`src/rtl/regbank_guard_pkg.sv`:
```
package regbank_guard_pkg;

  typedef enum logic [1:0] {
    FK_NONE    = 2'b00,
    FK_RD_ADDR = 2'b01,
    FK_WR_ADDR = 2'b10,
    FK_LOCK    = 2'b11
  } fault_kind_e;

  typedef enum logic [1:0] {
    LK_SHUT = 2'd0,
    LK_HALF = 2'd1,
    LK_OPEN = 2'd2
  } lock_st_e;

  localparam int REG_STAT  = 0;
  localparam int REG_IEN   = 1;
  localparam int REG_FADDR = 2;
  localparam int REG_FKIND = 3;
  localparam int REG_FATTR = 4;
  localparam int REG_FCLR  = 5;
  localparam int REG_KEY_A = 6;
  localparam int REG_KEY_B = 7;
  localparam int REG_COUNT = 8;

endpackage

```
`src/rtl/regbank_guard_decode.sv`:
```
module regbank_guard_decode
  import regbank_guard_pkg::*;
#(
  parameter int AW = 6
) (
  input  logic          fire,
  input  logic          is_write,
  input  logic [AW-1:0] addr,
  input  logic          locked,
  output logic          hit_stat,
  output logic          hit_ien,
  output logic          hit_fclr,
  output logic          hit_key_a,
  output logic          hit_key_b,
  output logic          wr_ok,
  output logic          ev_valid,
  output fault_kind_e   ev_kind
);

  logic [REG_COUNT-1:0] sel;
  logic                 legal;
  logic                 key_hit;

  for (genvar i = 0; i < REG_COUNT; i++) begin : g_sel
    assign sel[i] = (addr == AW'(i));
  end

  assign legal   = |sel;
  assign key_hit = sel[REG_KEY_A] | sel[REG_KEY_B];

  always_comb begin
    ev_valid = 1'b0;
    ev_kind  = FK_NONE;
    if (fire) begin
      if (!legal) begin
        ev_valid = 1'b1;
        ev_kind  = is_write ? FK_WR_ADDR : FK_RD_ADDR;
      end else if (is_write && locked && !key_hit) begin
        ev_valid = 1'b1;
        ev_kind  = FK_LOCK;
      end
    end
  end

  assign wr_ok     = fire & is_write & legal & ~ev_valid;
  assign hit_stat  = sel[REG_STAT];
  assign hit_ien   = sel[REG_IEN];
  assign hit_fclr  = sel[REG_FCLR];
  assign hit_key_a = fire & is_write & sel[REG_KEY_A];
  assign hit_key_b = fire & is_write & sel[REG_KEY_B];

endmodule

```
`src/rtl/regbank_guard_lock.sv`:
```
module regbank_guard_lock
  import regbank_guard_pkg::*;
#(
  parameter int            DW    = 32,
  parameter logic [DW-1:0] KEY_A = 32'h5EED_C0DE,
  parameter logic [DW-1:0] KEY_B = 32'hA5C3_9E01
) (
  input  logic          clk,
  input  logic          rst,
  input  logic          wr_any,
  input  logic          hit_a,
  input  logic          hit_b,
  input  logic [DW-1:0] wdata,
  output logic          locked
);

  lock_st_e st_q;

  always_ff @(posedge clk) begin
    if (rst) begin
      st_q <= LK_SHUT;
    end else if (wr_any) begin
      unique case (st_q)
        LK_SHUT: if (hit_a && wdata == KEY_A) st_q <= LK_HALF;
        LK_HALF: begin
          if (hit_b && wdata == KEY_B)      st_q <= LK_OPEN;
          else if (hit_a && wdata == KEY_A) st_q <= LK_HALF;
          else                              st_q <= LK_SHUT;
        end
        LK_OPEN: if (hit_a || hit_b) st_q <= LK_SHUT;
        default: st_q <= LK_SHUT;
      endcase
    end
  end

  assign locked = (st_q != LK_OPEN);

endmodule

```
`src/rtl/regbank_guard_capture.sv`:
```
module regbank_guard_capture
  import regbank_guard_pkg::*;
#(
  parameter int AW  = 6,
  parameter int IDW = 8
) (
  input  logic           clk,
  input  logic           rst,
  input  logic           ev_valid,
  input  fault_kind_e    ev_kind,
  input  logic [AW-1:0]  ev_addr,
  input  logic [IDW-1:0] ev_id,
  input  logic           ev_priv,
  input  logic           clr,
  output logic           held,
  output logic [AW-1:0]  f_addr,
  output fault_kind_e    f_kind,
  output logic [IDW:0]   f_attr
);

  always_ff @(posedge clk) begin
    if (rst || clr) begin
      held   <= 1'b0;
      f_addr <= '0;
      f_kind <= FK_NONE;
      f_attr <= '0;
    end else if (ev_valid && !held) begin
      held   <= 1'b1;
      f_addr <= ev_addr;
      f_kind <= ev_kind;
      f_attr <= {ev_priv, ev_id};
    end
  end

endmodule

```
`src/rtl/regbank_guard.sv`:
```
module regbank_guard
  import regbank_guard_pkg::*;
#(
  parameter int            AW    = 6,
  parameter int            DW    = 32,
  parameter int            IDW   = 8,
  parameter logic [DW-1:0] KEY_A = 32'h5EED_C0DE,
  parameter logic [DW-1:0] KEY_B = 32'hA5C3_9E01
) (
  input  logic           clk,
  input  logic           rst,
  input  logic           req_valid,
  output logic           req_ready,
  input  logic           req_write,
  input  logic [AW-1:0]  req_addr,
  input  logic [DW-1:0]  req_wdata,
  input  logic [IDW-1:0] req_id,
  input  logic           req_priv,
  output logic           resp_valid,
  output logic [DW-1:0]  resp_rdata,
  output logic           resp_err,
  output logic           irq_rd_o,
  output logic           irq_wr_o,
  output logic           irq_any_o
);

  logic        fire, locked;
  logic        hit_stat, hit_ien, hit_fclr, hit_key_a, hit_key_b, wr_ok;
  logic        ev_valid;
  fault_kind_e ev_kind;
  logic        cap_held;
  logic [AW-1:0] f_addr;
  fault_kind_e   f_kind;
  logic [IDW:0]  f_attr;
  logic        lock_raw, addr_raw, src_rd, src_wr;
  logic [1:0]  en_q;
  logic        fclr;
  logic [DW-1:0] rd_word;
  logic        irq_rd_n, irq_wr_n;

  assign fire = req_valid & req_ready;

  regbank_guard_decode #(.AW(AW)) u_decode (
    .fire(fire), .is_write(req_write), .addr(req_addr), .locked(locked),
    .hit_stat(hit_stat), .hit_ien(hit_ien), .hit_fclr(hit_fclr),
    .hit_key_a(hit_key_a), .hit_key_b(hit_key_b), .wr_ok(wr_ok),
    .ev_valid(ev_valid), .ev_kind(ev_kind)
  );

  regbank_guard_lock #(.DW(DW), .KEY_A(KEY_A), .KEY_B(KEY_B)) u_lock (
    .clk(clk), .rst(rst), .wr_any(fire & req_write),
    .hit_a(hit_key_a), .hit_b(hit_key_b), .wdata(req_wdata), .locked(locked)
  );

  assign fclr = wr_ok & hit_fclr & req_wdata[0];

  regbank_guard_capture #(.AW(AW), .IDW(IDW)) u_capture (
    .clk(clk), .rst(rst), .ev_valid(ev_valid), .ev_kind(ev_kind),
    .ev_addr(req_addr), .ev_id(req_id), .ev_priv(req_priv), .clr(fclr),
    .held(cap_held), .f_addr(f_addr), .f_kind(f_kind), .f_attr(f_attr)
  );

  // raw flags: write-1-to-clear, a new event wins over a clear
  always_ff @(posedge clk) begin
    if (rst) begin
      lock_raw <= 1'b0;
      addr_raw <= 1'b0;
      src_rd   <= 1'b0;
      src_wr   <= 1'b0;
      en_q     <= '0;
    end else begin
      if (wr_ok && hit_stat && req_wdata[0]) lock_raw <= 1'b0;
      if (wr_ok && hit_stat && req_wdata[1]) begin
        addr_raw <= 1'b0;
        src_rd   <= 1'b0;
        src_wr   <= 1'b0;
      end
      if (wr_ok && hit_ien) en_q <= req_wdata[1:0];
      if (ev_valid) begin
        unique case (ev_kind)
          FK_LOCK:    lock_raw <= 1'b1;
          FK_RD_ADDR: begin addr_raw <= 1'b1; src_rd <= 1'b1; end
          FK_WR_ADDR: begin addr_raw <= 1'b1; src_wr <= 1'b1; end
          default: ;
        endcase
      end
    end
  end

  always_comb begin
    rd_word = '0;
    unique case (req_addr)
      AW'(REG_STAT):  rd_word = DW'({locked, addr_raw, lock_raw});
      AW'(REG_IEN):   rd_word = DW'(en_q);
      AW'(REG_FADDR): rd_word = DW'(f_addr);
      AW'(REG_FKIND): rd_word = DW'(f_kind);
      AW'(REG_FATTR): rd_word = DW'(f_attr);
      default:        rd_word = '0;
    endcase
  end

  assign irq_rd_n = addr_raw & en_q[1] & src_rd;
  assign irq_wr_n = (lock_raw & en_q[0]) | (addr_raw & en_q[1] & src_wr);

  always_ff @(posedge clk) begin
    if (rst) begin
      req_ready  <= 1'b0;
      resp_valid <= 1'b0;
      resp_err   <= 1'b0;
      resp_rdata <= '0;
      irq_rd_o   <= 1'b0;
      irq_wr_o   <= 1'b0;
      irq_any_o  <= 1'b0;
    end else begin
      req_ready  <= 1'b1;
      resp_valid <= fire;
      resp_err   <= ev_valid;
      resp_rdata <= (fire && !req_write && !ev_valid) ? rd_word : '0;
      irq_rd_o   <= irq_rd_n;
      irq_wr_o   <= irq_wr_n;
      irq_any_o  <= irq_rd_n | irq_wr_n;
    end
  end

endmodule

```
`config.mk`:
```
export PLATFORM = sky130hd
export DESIGN_NAME = regbank_guard
export DESIGN_NICKNAME = d
export VERILOG_FILES = /design/src/rtl/regbank_guard_pkg.sv /design/src/rtl/regbank_guard_decode.sv /design/src/rtl/regbank_guard_lock.sv /design/src/rtl/regbank_guard_capture.sv /design/src/rtl/regbank_guard.sv
export SDC_FILE = /design/constraint.sdc
export NUM_CORES = 1
export LEC_CHECK = 0
export ABC_CLOCK_PERIOD_IN_PS = 2500
export BUFFER_PORTS_ARGS = -buffer_cell sky130_fd_sc_hd__buf_2
export CAP_MARGIN = 20
export CORE_MARGIN = 2
export CORE_UTILIZATION = 47
export CTS_CLUSTER_DIAMETER = 60
export DETAILED_ROUTE_END_ITERATION = 10
export PLACE_DENSITY_LB_ADDON = 0.12
export SLEW_MARGIN = 10
export SYNTH_ARGS = -nofsm -noshare
export SYNTH_HDL_FRONTEND = slang
export SYNTH_SLANG_ARGS = --single-unit
```
`constraint.sdc`:
```
create_clock -name clk -period 2.5 [get_ports clk]
set_clock_uncertainty 0.2 [all_clocks]
set_input_delay 0.375 -clock clk [delete_from_list [all_inputs] [get_ports clk]]
set_output_delay 0.375 -clock clk [all_outputs]
set_load 0.05 [all_outputs]
```
---- Yosys cells after proc, flatten, opt, wreduce, memory -nomap -nowiden ----
Index checks and enable logic that the tools add are counted.
operators by class
  add/sub/neg operators ................... 0
  multiply operators ...................... 0
  divide/modulo/power cells ............... 0
  magnitude comparators ................... 0
  equal/unequal tests ..................... 17
  shift-type cells ........................ 0
  multiplexer cells ....................... 26
  bitwise operators ....................... 17
  reduce and logical (&&, ||, !) cells .... 23
operator list
  cell                                                    number
  case mux 9 bit (5 select lines)                         1
  == test 32 x 31 -> 1 bit (second input constant)        1
  == test 32 bit (second input constant)                  1
  == test 6 x 3 -> 1 bit (second input constant)          4
  two-way mux 1 bit                                       17
  two-way mux 2 bit                                       7
  AND 1 bit                                               12
  == test 6 x 2 -> 1 bit (second input constant)          2
  logical AND 1 bit                                       11
  OR reduction 8 bit                                      1
  == test 2 bit (second input constant)                   3
  == test 6 x 1 -> 1 bit (second input constant)          1
  zero test 6 bit                                         1
  case mux 2 bit (3 select lines)                         1
  == test 2 x 1 -> 1 bit (second input constant)          2
  zero test 1 bit                                         4
  inequality test 2 x 1 -> 1 bit (second input constant)  2
  OR reduction 2 bit                                      2
  OR 1 bit                                                3
  AND reduction 3 bit                                     1
  zero test 2 bit                                         1
  logical OR 1 bit                                        2
  inequality test 2 bit (second input constant)           1
  inverter 1 bit                                          2
word-level totals
  bits in registers ....................... 64
  latch bits .............................. 0
  bits in writable memories ............... 0
  memory bits (read-only) ................. 0
  input bits .............................. 51
  output and inout port bits .............. 38
  word-level logic and storage cells ...... 100
  memories ................................ 0

---- Logic depth before layout (Yosys ltp) ----
Gate-level depths: netlist of the first run.
  word-level depth ........................ 14
  gate-level depth with buffers ........... 8
  gate-level depth less buffers ........... 7

---- Cells and area by module ----
A second synthesis of the first run with hierarchy kept.
unflattened totals
  cells, all modules ...................... 248
  area, all modules ....................... 2104.5 um^2
by module, submodules not included
  module                 instances  cells each  area each (um^2)  sequential area each (um^2)
  regbank_guard          1          113         1044.8            420.4
  regbank_guard_capture  1          80          683.2             360.3
  regbank_guard_lock     1          35          260.2             40.0
  regbank_guard_decode   1          20          116.4             0.0

---- Worst setup path before layout of the first run ----
No wires, ideal clock.
  kind .................................... flip-flop to flip-flop
  start ................................... reg req_ready
  end ..................................... reg u_capture.held
  setup time .............................. 133 ps
  arrival time ............................ 1763 ps
  required time ........................... 2167 ps
  path slack .............................. 405 ps
  stages on the path, launching flop included .. 8
  buffers on the path ..................... 3
  clock period less this slack ............ 2095 ps
  cell sequence ........................... dfxtp_1 and2_1 clkbuf_1 and2_1 a41o_1 buf_2 buf_2 a21oi_1
between the ends
  word-level cells in the longest chain between the ends .. 7
  elaborated cells between the ends (all ways) .. 10
  classes of those cells .................. mux: 1; bitwise: 7; reduce/logical: 2
RTL lines
  what                                                   RTL line                                                text
  start, declared                                        regbank_guard.sv:13                                     output logic req_ready,
  start signal, assigned                                 regbank_guard.sv:107                                    req_ready <= 1'b0;
  start signal, assigned                                 regbank_guard.sv:115                                    req_ready <= 1'b1;
  AND 1 bit (*)                                          regbank_guard.sv:41                                     assign fire = req_valid & req_ready;
  AND 1 bit / two-way mux 1 bit (equally long branches)  regbank_guard_decode.sv:45, regbank_guard_decode.sv:34
  AND 1 bit / inverter 1 bit (equally long branches)     regbank_guard_decode.sv:45                              assign wr_ok = fire & is_write & legal & ~ev_valid;
  AND 1 bit                                              regbank_guard_decode.sv:45
  AND 1 bit (2 in series)                                regbank_guard.sv:55                                     assign fclr = wr_ok & hit_fclr & req_wdata[0];
  logical OR 1 bit                                       regbank_guard_capture.sv:22                             if (rst || clr) begin
  end signal, assigned                                   regbank_guard_capture.sv:23                             held <= 1'b0;
  end signal, assigned                                   regbank_guard_capture.sv:28                             held <= 1'b1;
  end, declared                                          regbank_guard_capture.sv:15                             output logic held,
Every way passes the cells marked *; elsewhere a longest branch is shown, timed or not.
A chain may end at the register's enable or synchronous reset.

---- Worst setup path after layout of the first run ----
  start ................................... reg req_ready
  end ..................................... reg src_rd
between the ends
  elaborated cells between the ends (all ways) .. 13
  classes of those cells .................. eq/ne: 1; mux: 5; bitwise: 5; reduce/logical: 2
RTL lines
  what                    RTL line                    text
  AND 1 bit               regbank_guard.sv:41
  two-way mux 2 bit       regbank_guard_decode.sv:34  if (fire) begin
  net ev_kind[1]          regbank_guard.sv:30         fault_kind_e ev_kind;
  == test 2 x 1 -> 1 bit  regbank_guard.sv:80         unique case (ev_kind)
  two-way mux 1 bit       regbank_guard.sv:80
  two-way mux 1 bit       regbank_guard.sv:79         if (ev_valid) begin
  end signal, assigned    regbank_guard.sv:68         src_rd <= 1'b0;
  end signal, assigned    regbank_guard.sv:75         src_rd <= 1'b0;
  end signal, assigned    regbank_guard.sv:82         FK_RD_ADDR: begin addr_raw <= 1'b1; src_rd <= 1'b1; end
  end, declared           regbank_guard.sv:35         logic lock_raw, addr_raw, src_rd, src_wr;
The timed path passes the listed nets, and every way through them passes these cells.

==> results.md, run 1 <==
- The max-slew violation total from the final report is 0.
- The reg-to-reg critical path endpoint is src_rd.
- TritonCTS built the clock tree.
- The detailed router's first-iteration violation count is 105.
- The die outline width is 69.7 µm.
- The peak supply drop is 0.221 mV.
- The cell sitting at the root of the clock tree is a clkbuf_8.
- The final design instance area without fill is 0.00239 mm².
- Ranked by total cell area, the synthesized netlist is headed by dfxtp_1, buf_4, a21oi_1, nand3_1, o21ai_0.
- The estimated wirelength of the detail-placed design is 3.51 mm.
- The number of nets with antenna violations after routing is 0.
- In this design, the stage delay of the slowest critical-path cell is 370 ps.
- Of the total power, the clock network draws 0.296.
- In this run, distinct cell masters in the synthesized netlist total 48.
- The via count of the first global-routing pass is 1710.
- The share of total power dissipated in combinational logic is 0.188.
- At the later pin of the worst-skew pair, clock insertion delay measures 290 ps.
- Yosys mapped a number of flops with a built-in enable equal to 0.
- The internal power contribution is 0.931 mW.
- The clock tree synthesis step divided the H-tree into 2 levels.
- The DRC violation count after routing is 0.
- The floorplan core area is 0.00409 mm².
- Power spread over the standard cell area amounts to 554 mW/mm².
- The slew of the pin with the lowest slew margin is 625 ps.
- The static leakage is 1.05 nW.
- Using the TritonRoute via totals, the vias-per-cell ratio works out to 5.44.
- Summing internal, switching and leakage power gives 1.33 mW.
- Hold timing on the final database bottoms out at a slack of 130 ps.
- The beginning of the worst register-to-register path is req_ready.
- Setup repair after global routing left no endpoint under its margin.
- Across the run, the number of max-cap violations was 0.
- In the finished design, the share of the clock period the worst path needs comes to 0.761.
- The wire length on met3 is 350 µm.
- The flip-flop and latch count after synthesis is 41.
- The element type at the critical path start is a flip-flop.
- Measured in cells, the most critical reg-to-reg path has a length of 6.
- The final worst-path setup slack is 598 ps.
- For this run, the share of the core covered by cells in the final layout is 0.585.
- The critical path start-end classification is reg2reg.
- The global routing usage summed across all routing layers is 0.197.
- After clock tree synthesis, the setup repair step added 0 buffers.
- The worst hold path was traced through 3 stages.
- Of the cells placed in the final design, the portion with a size suffix greater than 1 is 0.286.
- The count of final hold-check violations was 0.
- After synthesis the cells add up to 0.00203 mm².
- The flow ran to the end, and the final reports show no timing, DRC or antenna violations.
- After clock tree synthesis, the repair step resized 0 gates.
- The critical path goes through and2_1 > nand2_1 > a21oi_1 > inv_1 > ha_1 > a22o_1.
- The share of synthesized area in the top cell type comes to 0.405.
- Data arrives at the worst endpoint at 1880 ps.
- The post-placement cell area is 0.00232 mm².
- In the synthesized netlist the dominant register cell turns out to be dfxtp_1.
- The final routed wirelength across all metal layers is 4.69 mm.
- Counting the buffers created by CTS gives 5.
- Signal routing reaches up to met4.
- The first global-routing pass estimated 7.78 mm of wire.
- The worst hold path terminates at u_capture.f_attr[3].
- The buffer depth of the longest clock path is 2.
- From synthesis to final layout, the design area changed by 18.0%.
- The sequential group share of total power is 0.516.
- The dominant cell type by area after synthesis is dfxtp_1.
- The CTS clock-pin slew for the worst setup and hold paths is 70 ps.
- The net switching fraction of the power is 0.298.
- The top cell family by delay on the critical path is compound AO/OA/AOI/OAI gates.
- Derived from the worst setup path, the maximum achievable clock frequency is 0.526 GHz.
- Setup total negative slack on the finished layout was measured at 0 ps.
- The startpoint identified for the worst hold timing path is req_id[3].
- For this run, the register share of the synthesized area comes to 0.405.
- The initial antenna violation count is 0.
- The overall die area is 0.00485 mm².
- The detail-routed net length per standard cell is 13.6 µm.
- For this configuration, the core starts out at a cell density of 0.496.
- The die is 69.7 µm tall.
- For this design the total switching power over the nets is 0.394 mW.
- The total vias in the final route is 1872.
- By count the netlist is led by dfxtp_1, buf_4, a21oi_1, nand3_1, o21ai_0.
- The most instantiated library cell after synthesis is dfxtp_1.
- The mean instance size in the synthesized netlist is 8.81 µm².
- The worst setup path startpoint is req_ready.
- The path type of the worst min-delay path is in2reg.
- The number of placement rows is 23.
- During I/O placement, the number of pins put on the boundary was 89.
- The total global routing overflow is 0.
- Synthesis produced a netlist whose cell count is 230.
- The worst max-slew margin expressed relative to the limit is 0.583.
- The final layout net count is 349.
- The required time at the worst-slack endpoint is 2480 ps.
- Routability-driven placement finished with a final weighted congestion of 0.838.
- The count of inserted antenna diode cells is 0.
- Entering global routing, the biggest net connects 19 pins.
- The hold-fix buffer count after cts is 0.
- For this run, the detailed router's first-pass iteration total came to 4.
- The share of flip-flops with an asynchronous set or reset after synthesis is 0.
- Prior to clock tree synthesis, the placed netlist has a worst setup slack of 390 ps.
- The number of setup violations in the final report is 0.
- The count of placed standard cells in the final layout, fillers left out is 344.
- The count of yosys warnings during synthesis is 0.
- Wire segments on met2 add up to 2.08 mm in the final route.
- The kind of capture point of the worst setup path is a flip-flop.
- The count of placed standard cells including taps is 338.
- After detailed routing, the wire length on met1 is 2.19 mm.
- Together, buffers and inverters on the worst path number 1.
- The highest fanout seen on the critical path is 8.
- The count of port buffers added during placement is 65.
- The cell type of the slowest stage on the worst timing path is dfxtp_1.
- The final period demand of the worst path is 1900 ps.
- For this design, the sink count on the clock tree is 41.
- The register-to-register setup slack is 600 ps.
## cell families (layout without fill, tap and decap cells)
logic type	after synthesis	in the layout	share of synthesized area
AO/OA/AOI/OAI	57	57	0.175
adder cells (fa/ha/maj)	3	3	0.0185
buffers and inverters	40	82	0.122
flip-flops	41	41	0.405
multiplexers	5	5	0.0371
other	1	23	0.00185
AND/OR/NAND/NOR	83	83	0.241
## final cells by class
| cell class | count | area (µm²) |
|---|---|---|
| Clock inverter | 1 | 5.00 |
| Multi-Input combinational cell | 171 | 1040 |
| Timing Repair Buffer | 72 | 378 |
| Sequential cell | 41 | 821 |
| Inverter | 4 | 15.0 |
| Tap cell | 50 | 62.6 |
| Clock buffer | 5 | 68.8 |
| Fill cell | 391 | 1700 |
## how the worst max path moves through the flow
| stage | end | cells after the start | slack [ps] |
|---|---|---|---|
| CTS | src_rd | 6 | 600 |
| finish | src_rd | 6 | 600 |
| detailed placement | resp_rdata[4] | 5 | 390 |
| global route | src_rd | 6 | 490 |
| floorplan | u_capture.held | 7 | 400 |
| global placement | resp_rdata[4] | 5 | 430 |
## worst register-to-register path, stage by stage, from the launching register on
cell	delay, ps
dfxtp_1	370
and2_1	300
nand2_1	170
a21oi_1	290
inv_1	90
ha_1	190
a22o_1	200
## routing by layer
metal	vias up	track usage
met3	6	0.0480
met5	-	0
met2	81	0.313
li1	934	-
met4	0	0.0855
met1	851	0.255
## flip-flops by register name (all words and copies together) (netlist names)
register          flops
addr_raw              1
en_q                  2
irq_any_o             1
irq_rd_o              1
irq_wr_o              1
lock_raw              1
req_ready             1
resp_err              1
resp_rdata            9
resp_valid            1
src_rd                1
src_wr                1
u_capture.f_addr      6
u_capture.f_attr      9
u_capture.f_kind      2
u_capture.held        1
u_lock.st_q           2
## cell usage in the layout, fill, tap and decap left out, types with 4 or more instances in the layout
master,instances
clkbuf_8,5
a32o_1,4
nand2_1,8
nor4bb_1,4
buf_4,7
nor2_1,14
dfxtp_1,41
and2_1,4
o21ai_0,17
and3_1,5
buf_2,65
nand3_1,18
a21oi_1,19
a22oi_1,5
conb_1,23
nand4_1,6
nor4_1,4
## power by group through the flow
stage               logic [mW]  clock network [mW]  registers [mW]
finish                   0.250               0.392           0.683
global route             0.270               0.425           0.686
CTS                      0.248               0.403           0.683
detailed placement       0.248                   0           0.698
global placement         0.246                   0           0.698
floorplan                0.194                   0           0.703
Power figures use the tool's default switching activity.
==> run 2: changes to the inputs <==
--- a/config.mk
+++ b/config.mk
@@ -5,7 +5,7 @@
 export SDC_FILE = /design/constraint.sdc
 export NUM_CORES = 1
 export LEC_CHECK = 0
-export ABC_CLOCK_PERIOD_IN_PS = 2500
+export ABC_CLOCK_PERIOD_IN_PS = 1900
 export BUFFER_PORTS_ARGS = -buffer_cell sky130_fd_sc_hd__buf_2
 export CAP_MARGIN = 20
 export CORE_MARGIN = 2
==> constraint.sdc (replaced) <==
create_clock -name clk -period 1.9 [get_ports clk]
set_clock_uncertainty 0.2 [all_clocks]
set_input_delay 0.285 -clock clk [delete_from_list [all_inputs] [get_ports clk]]
set_output_delay 0.285 -clock clk [all_outputs]
set_load 0.05 [all_outputs]
==> run 2 against run 1 <==
First-iteration DRC count down 13%; worst hold slack worse by 100 ps; count of clock-buffer cells in the layout unchanged; fmax up 6.0%; critical path depth down 1; sequential power up 32%; die area unchanged; largest power group unchanged.
==> results.md, run 2 (synthesis results as in run 1) <==
- The run finished with clean final reports.
- Setup repair after global routing left no endpoint under its margin.
- The clock sink total is 41 (unchanged).
- In this run the critical register-to-register path is launched from u_lock.st_q[1].
- The via-per-instance ratio is 5.42 (-0.49%).
- TritonCTS built the clock tree.
- The floorplan core area is 0.00409 mm² (unchanged).
- The peak supply drop is 0.358 mV (+62%).
- The final worst-path setup slack is 105 ps (-492 ps).
- The first-pass GRT wire length was 8.13 mm (+4.5%).
- The pin count of the biggest net entering global routing was 19 (unchanged).
- The initial antenna violation count is 0 (unchanged).
- The final routed wirelength across all metal layers is 4.89 mm (+4.2%).
- The number of setup buffers added after CTS is 0 (unchanged).
- The kind of capture point of the worst setup path is a flip-flop.
- The total vias in the final route was 1944 (+3.8%).
- The worst setup path is of the reg2reg kind.
- The clock root buffer is clkbuf_8.
- In the final layout, the registers with the most flip-flops are resp_rdata x9, u_capture.f_attr x9, u_capture.f_addr x6.
- The buffer depth of the longest clock path is 2 (unchanged).
- The worst hold slack across all endpoints is 29.6 ps (-100 ps).
- The count of final hold-check violations came to 0 (unchanged).
- The layout overhead on the synthesized area is 27.1%.
- In this run the most critical hold path is launched from req_id[6].
- The detail-routed net length per standard cell came to 13.6 µm (-0.11%).
- In the layout the commonest cells are buf_2, dfxtp_1, conb_1, buf_4.
- The total global routing overflow is 0 (unchanged).
- The count of placed standard cells in the final layout, fillers left out came to 359 (+4.4%).
- The DRC violation count after routing is 0 (unchanged).
- The count of placed standard cells including taps is 351 (+3.8%).
- The global routing usage summed across all routing layers is 0.204 (+0.00741).
- The number of cell instances on the worst register-to-register path is 5 (-1).
- The total CTS buffers came to 5 (unchanged).
- The register-to-register setup slack is 110 ps (-490 ps).
- The final layout net count is 362 (+3.7%).
- The count of port buffers added during placement is 65 (unchanged).
- The number of max-cap violations is 0 (unchanged).
- The worst min-delay path endpoint is u_capture.f_attr[6].
- The static leakage came to 1.14 nW (+9.3%).
- The die outline width came to 69.7 µm (unchanged).
- The estimated wirelength of the detail-placed design is 3.75 mm (+6.8%).
- The H-tree depth reported by CTS is 2 (unchanged).
- The reg-to-reg critical path endpoint is u_capture.f_kind[0].
- The most common cell after layout, fill and taps aside is buf_2.
- The number of iterations in the first detailed-routing pass came to 4 (unchanged).
- The starting density of the core was 0.496 (unchanged).
- The number of nets with antenna violations after routing is 0 (unchanged).
- The share of cells above drive strength 1 is 0.330 (+0.0444).
- The worst max-slew margin expressed relative to the limit came to 0.639 (+0.0555).
- The number of setup violations in the final report is 0 (unchanged).
- The clock latency on the worst-skew pair is 300 ps (about the same).
- The count of inserted antenna diode cells is 0 (unchanged).
- The required time at the worst-slack endpoint is 1880 ps (-600 ps).
- The final period demand of the worst path came to 1790 ps (-108 ps).
- The max-slew violation total from the final report came to 0 (unchanged).
- The slew of the pin with the lowest slew margin is 537 ps (-87.4 ps).
- The die boundary height is 69.7 µm (unchanged).
- The via count of the first global-routing pass is 1811 (+5.9%).
- The share of the clock period used by the worst path was 0.944 (+0.184).
- The hold path depth is 3 (unchanged).
- The fraction of the core area covered by cells at the end of the flow came to 0.630 (+0.0450).
- The routability-driven placement congestion ratio is 0.802 (-4.3%).
- The tightest min-delay check is of the in2reg type.
- The number of top-level design ports is 89 (unchanged).
- The number of placement rows is 23 (unchanged).
- The worst setup path is launched from a flip-flop.
- The CTS clock-pin slew for the worst setup and hold paths is 80 ps (about the same).
- The total chip power is 2.10 mW (+58%).
- The highest fanout seen on the critical path is 18 (+10).
- The overall die area is 0.00485 mm² (unchanged).
- The arrival time at the worst endpoint is 1770 ps (-110 ps).
- The power per standard cell area is 814 mW/mm² (+47%).
- The maximum clock rate came to 0.557 GHz (+6.0%).
- The setup slack at placement came to -52.0 ps (-442 ps).
- The detailed router's first-iteration violation count came to 91 (-13%).
==> run 2: cell types whose count changed in the layout (fill, tap and decap cells not counted), sizes merged <==
cell | previous run | this run
buf | 72 | 85
bufinv | 0 | 2
clkinv | 2 | 1
inv | 3 | 4
==> run 2: routing by layer <==
| layer | up-vias | wire length, µm | track usage |
|---|---|---|---|
| met2 | 74 | 2240 | 0.337 |
| met5 | - | 0 | 0 |
| met1 | 899 | 2270 | 0.262 |
| met3 | 11 | 296 | 0.0407 |
| met4 | 0 | 86 | 0.0833 |
| li1 | 960 | - | - |
==> run 2: final cells by class <==
class / instances / area [µm²]
fill: 380 / 1510
multi-input combinational: 171 / 1050
sequential: 41 / 825
timing repair buffer: 85 / 488
clock buffer: 5 / 68.8
clock inverter: 3 / 68.8
tap: 50 / 62.6
inverter: 4 / 15.0
==> run 2: worst max path at each step <==
stage	from	to	slack [ps]	cells after the start
finish	u_lock.st_q[1]	u_capture.f_kind[0]	110	5
global route	u_lock.st_q[1]	u_capture.f_kind[0]	10	5
CTS	u_lock.st_q[0]	addr_raw	120	7
detailed placement	req_addr[4]	resp_rdata[3]	-50	5
global placement	req_addr[4]	resp_rdata[4]	-20	5
floorplan	req_ready	u_capture.held	70	7
==> run 2: metrics by stage <==
step	area [µm²]	setup TNS, ps
final	2570	0
after global routing	2570	0
after CTS	2570	0
after detailed placement	2430	-155
after global placement	2430	-61.2
after floorplan	2110	0
==> run 2: timing repair <==
action / CTS / global route
endpoints found under the setup margin: 0 / 2
gates resized for setup: 0 / 2
hold endpoints to repair: 0 / 0
hold buffers: 0 / 0
==> run 2: worst max-delay path: stages (launching register included) <==
cell and delay [ps]:
dfxtp_1 390, nor4bb_1 380, and2_1 240, a41o_1 240, buf_12 160, a311oi_1 50
==> run 2: power breakdown <==
part           total [mW]  internal (mW)  switching (mW)
Clock               0.846          0.529           0.317
Sequential          0.899          0.885          0.0138
Combinational       0.352          0.116           0.236
